<file path="config.mk">
export PLATFORM = sky130hd
export DESIGN_NAME = z80io_decoder
export DESIGN_NICKNAME = d
export VERILOG_FILES = /design/src/rtl/z80io_pkg.sv /design/src/rtl/z80io_cycle_qual.sv /design/src/rtl/z80io_group_dec.sv /design/src/rtl/z80io_m1_merge.sv /design/src/rtl/z80io_decoder.sv
export SDC_FILE = /design/constraint.sdc
export NUM_CORES = 1
export LEC_CHECK = 0
export BUFFER_PORTS_ARGS = -buffer_cell sky130_fd_sc_hd__buf_4
export CAP_MARGIN = 10
export CORE_AREA = 2 2 39 41
export DETAILED_ROUTE_END_ITERATION = 12
export DIE_AREA = 0 0 41 43
export SYNTH_ARGS = -nofsm -noshare
export SYNTH_HDL_FRONTEND = slang
export SYNTH_HIERARCHICAL = 1
export SYNTH_SLANG_ARGS = --single-unit
</file>
<file path="constraint.sdc">
create_clock -name vclk -period 3.28
set_clock_uncertainty 0.1 [all_clocks]
set_input_delay 0.984 -clock vclk [all_inputs]
set_output_delay 0.984 -clock vclk [all_outputs]
set_load 0.05 [all_outputs]
</file>
<file path="src/rtl/z80io_pkg.sv">
package z80io_pkg;

    localparam int ADDR_W    = 8;
    localparam int GRP_SHIFT = 3;
    localparam int GRP_W     = ADDR_W - GRP_SHIFT;
    localparam int NUM_DEV   = 5;

    // device slots in the select vector
    localparam int D_SPARE = 0;
    localparam int D_SIO   = 1;
    localparam int D_CTC   = 2;
    localparam int D_PIO   = 3;
    localparam int D_CFG   = 4;

    // first port handed to expansion cards
    localparam logic [ADDR_W-1:0] EXT_BASE = 8'h40;

    typedef enum logic [1:0] {
        CYC_IDLE   = 2'd0,
        CYC_IO     = 2'd1,
        CYC_INTACK = 2'd2
    } cyc_e;

    // eight-port group number owned by each device slot
    function automatic logic [GRP_W-1:0] dev_group(input int idx);
        logic [GRP_W-1:0] g;
        case (idx)
            D_SPARE: g = GRP_W'(0);
            D_SIO:   g = GRP_W'(1);
            D_CTC:   g = GRP_W'(2);
            D_PIO:   g = GRP_W'(3);
            default: g = GRP_W'(7);
        endcase
        return g;
    endfunction

endpackage

</file>
<file path="src/rtl/z80io_cycle_qual.sv">
module z80io_cycle_qual
    import z80io_pkg::*;
(
    input  logic iorq_n,
    input  logic m1_n,
    output cyc_e kind,
    output logic io_ok
);

    always_comb begin
        unique case ({iorq_n, m1_n})
            2'b01:   kind = CYC_IO;
            2'b00:   kind = CYC_INTACK;
            default: kind = CYC_IDLE;
        endcase
    end

    assign io_ok = (kind == CYC_IO);

endmodule

</file>
<file path="src/rtl/z80io_group_dec.sv">
module z80io_group_dec
    import z80io_pkg::*;
#(
    parameter int AW     = ADDR_W,
    parameter int SHIFT  = GRP_SHIFT,
    parameter int NDEV   = NUM_DEV
) (
    input  logic [AW-1:0]   addr,
    input  logic            io_ok,
    output logic [NDEV-1:0] hit,
    output logic            ext_hit
);

    localparam int GW = AW - SHIFT;

    logic [GW-1:0] grp;
    assign grp = addr[AW-1:SHIFT];

    for (genvar g = 0; g < NDEV; g++) begin : g_dev
        localparam logic [GW-1:0] MY_GRP = GW'(dev_group(g));
        assign hit[g] = io_ok && (grp == MY_GRP);
    end

    assign ext_hit = io_ok && (addr >= AW'(EXT_BASE));

endmodule

</file>
<file path="src/rtl/z80io_m1_merge.sv">
module z80io_m1_merge (
    input  logic m1_n,
    input  logic rst_n,
    output logic pio_m1_n
);

    // active-low OR is an AND of the low-true lines
    assign pio_m1_n = m1_n & rst_n;

endmodule

</file>
<file path="src/rtl/z80io_decoder.sv">
module z80io_decoder
    import z80io_pkg::*;
(
    input  logic [7:0] addr_lo,
    input  logic       iorq_n,
    input  logic       m1_n,
    input  logic       rd_n,
    input  logic       wr_n,
    input  logic       rst_n,
    output logic       spare_cs_n,
    output logic       sio_cs_n,
    output logic       ctc_cs_n,
    output logic       pio_cs_n,
    output logic       cfg_wr_n,
    output logic [2:0] dev_port,
    output logic       ext_sel,
    output logic       ext_rd,
    output logic       pio_m1_n
);

    cyc_e               kind;
    logic               io_ok;
    logic [NUM_DEV-1:0] hit;
    logic               ext_hit;

    z80io_cycle_qual u_qual (
        .iorq_n (iorq_n),
        .m1_n   (m1_n),
        .kind   (kind),
        .io_ok  (io_ok)
    );

    z80io_group_dec #(
        .AW    (ADDR_W),
        .SHIFT (GRP_SHIFT),
        .NDEV  (NUM_DEV)
    ) u_dec (
        .addr    (addr_lo),
        .io_ok   (io_ok),
        .hit     (hit),
        .ext_hit (ext_hit)
    );

    z80io_m1_merge u_merge (
        .m1_n     (m1_n),
        .rst_n    (rst_n),
        .pio_m1_n (pio_m1_n)
    );

    assign spare_cs_n = ~hit[D_SPARE];
    assign sio_cs_n   = ~hit[D_SIO];
    assign ctc_cs_n   = ~hit[D_CTC];
    assign pio_cs_n   = ~hit[D_PIO];
    // register clock needs decode and write strobe together
    assign cfg_wr_n   = ~(hit[D_CFG] & ~wr_n);

    // index bits keep their order (serial control/data split on bit 1)
    assign dev_port   = addr_lo[GRP_SHIFT-1:0];

    assign ext_sel    = ext_hit;
    assign ext_rd     = ext_hit & ~rd_n;

endmodule

</file>
==> flow_metrics.py <==
metrics = {
    "sta": {
        "min_period_ns": 3.219,
        "hold_viol_final": 0,
        "max-slew-margin-rel": 0.8325,
        "slew_viol_final": 0,
        "holdWs_ns": 1.868,
        "worst-slew-pin-transition_ns": 0.2489,
        "timing.final.crit_share": 0.9814,
        "setup_viol": 0,
        "fin_tns_setup_ns": 0,
        "timing.fmax_mhz": 310.7,
        "rsz0062_at_grt": "no",
    },
    "routing": {
        "wirelength_um": 399,
        "drt-initial-drc-count": 0,
        "ant_nets": 0,
        "drc": 0,
        "first_pass_iters": 1,
        "via_count": 177,
        "wl_per_cell_um": 7.824,
        "vias_per_cell": 3.471,
    },
    "clocking": {
        "cts_resized": 0,
        "hold_buffers": 0,
        "post_cts_buffers": 0,
    },
    "worst_hold_path": {
        "holdPathStages": 0,
        "holdPathEnd": "dev_port[2]",
        "hold_start": "addr_lo[2]",
        "min_path_type": "in2out",
    },
    "synth": {
        "netlist_instances": 20,
        "ys_warn_count": 6,
        "syn_nets": 33,
        "synth.avg_cell_area_um2": 7.320,
        "syn_area_um2": 146.4,
    },
    "setup_path": {
        "cp_common_cell": "buf_4",
        "critPathKind": "in2out",
        "cp_cell_sequence": "buf_4 -> nor2b_4 -> or4b_4 -> nor3b_2 -> inv_1 -> buf_4",
        "cp_slowest_cell": "or4b_4",
        "cpPeakStageDelay_ns": 0.50,
        "required_ns": 2.20,
        "endpoint_kind": "output port",
        "cp_data_arrival_time_ns": 2.13,
        "cp_max_fo": 4,
        "worstSetupStartpointType": "input pin",
    },
    "finish": {
        "syn2layout_area_growth_pct": 90.60,
        "diodes": 0,
        "nClkBuffers": 0,
        "layout.nets": 50,
        "drive_gt1_frac": 0.6571,
        "seq_cells": 0,
        "seqCellArea_um2": 0,
    },
    "die": {
        "initial_core_util": 0.1058,
        "fp.dieW_um": 41,
        "dieArea_mm2": 0.001763,
        "io_pins": 24,
        "core-area_mm2": 0.001384,
        "rows": 14,
        "dieHeight_um": 43,
    },
    "global_route": {
        "antenna_found_initial": 0,
        "overflow": 0,
        "gr-usage-all-layers": 0.04496,
        "grt_pass1_wl_um": 593,
        "grt_pass1_vias": 153,
        "grt_start_max_net_pins": 5,
    },
    "pwr": {
        "p_leak_nw": 0.1154,
        "irDropWorstVdd_uv": 38.84,
        "power_density_mw_per_mm2": 102.1,
    },
    "placed_design": {
        "io_buffers": 18,
        "place.gp.congestion": 0.6022,
        "dp_hpwl_um": 365.9,
    },
    "status": {
        "status": "complete, no violations",
    },
    "job": {
        "drv_cap": 0,
    },
}
## critical path: cells and delay by family
family	cells	cell delay, ns
and+or+nand+nor	3	0.79
buffers and inverters	3	0.35
## metal layers
layer  track usage  wire length [um]  share of wire
met1       0.06646               180           0.45
met5             0                 0              0
met4      0.006667                 0              0
met2       0.06875               123           0.31
met3      0.005236                95           0.24
## worst max path at each step
stage	cells past startpoint	start	endpoint	slack [ns]
2_1_floorplan	4	m1_n	ctc_cs_n	0.21
3_5_place_dp	6	iorq_n	ctc_cs_n	0.06
6_report	6	iorq_n	sio_cs_n	0.06
5_1_grt	6	iorq_n	ctc_cs_n	0.01
3_3_place_gp	6	iorq_n	ctc_cs_n	0.07
4_1_cts	6	iorq_n	ctc_cs_n	0.06
## cells in the final DEF, fill, tap and decap left out
master	n
nand2_1	2
nand2b_1	1
nor2_1	1
nor3_1	1
nor4_1	1
nor3b_2	2
buf_4	18
inv_1	4
or4b_4	1
o21a_1	1
nor2b_4	2
and2_1	1
## final cells by class
cell class         count  area [um2]
multi-input cells     13       108.9
well taps             16       20.02
fillers              156        1105
inverters              4       15.01
repair buffers        18       135.1
## power breakdown
part | switching, mW | leakage, nW | internal [mW] | total (mW)
sequential | 0 | 0 | 0 | 0
combinational | 0.0144 | 0.115 | 0.0141 | 0.0285
clock | 0 | 0 | 0 | 0
## stage by stage
stage | setup slack, ns | std cells | cell area, um2 | power [mW] | utilization
floorplan | 0.2113 | 20 | 146.4 | 0.02294 | -
global placement | 0.06698 | 51 | 279.0 | 0.02802 | 0.2016
detailed placement | 0.05809 | 51 | 279.0 | 0.02851 | 0.2016
CTS | 0.05593 | 51 | 279.0 | 0.02858 | 0.2016
global route | 0.01460 | 51 | 279.0 | 0.03023 | 0.2016
finish | 0.06104 | 51 | 279.0 | 0.02849 | 0.2016
No activity file was read; power rests on OpenSTA's default activity.
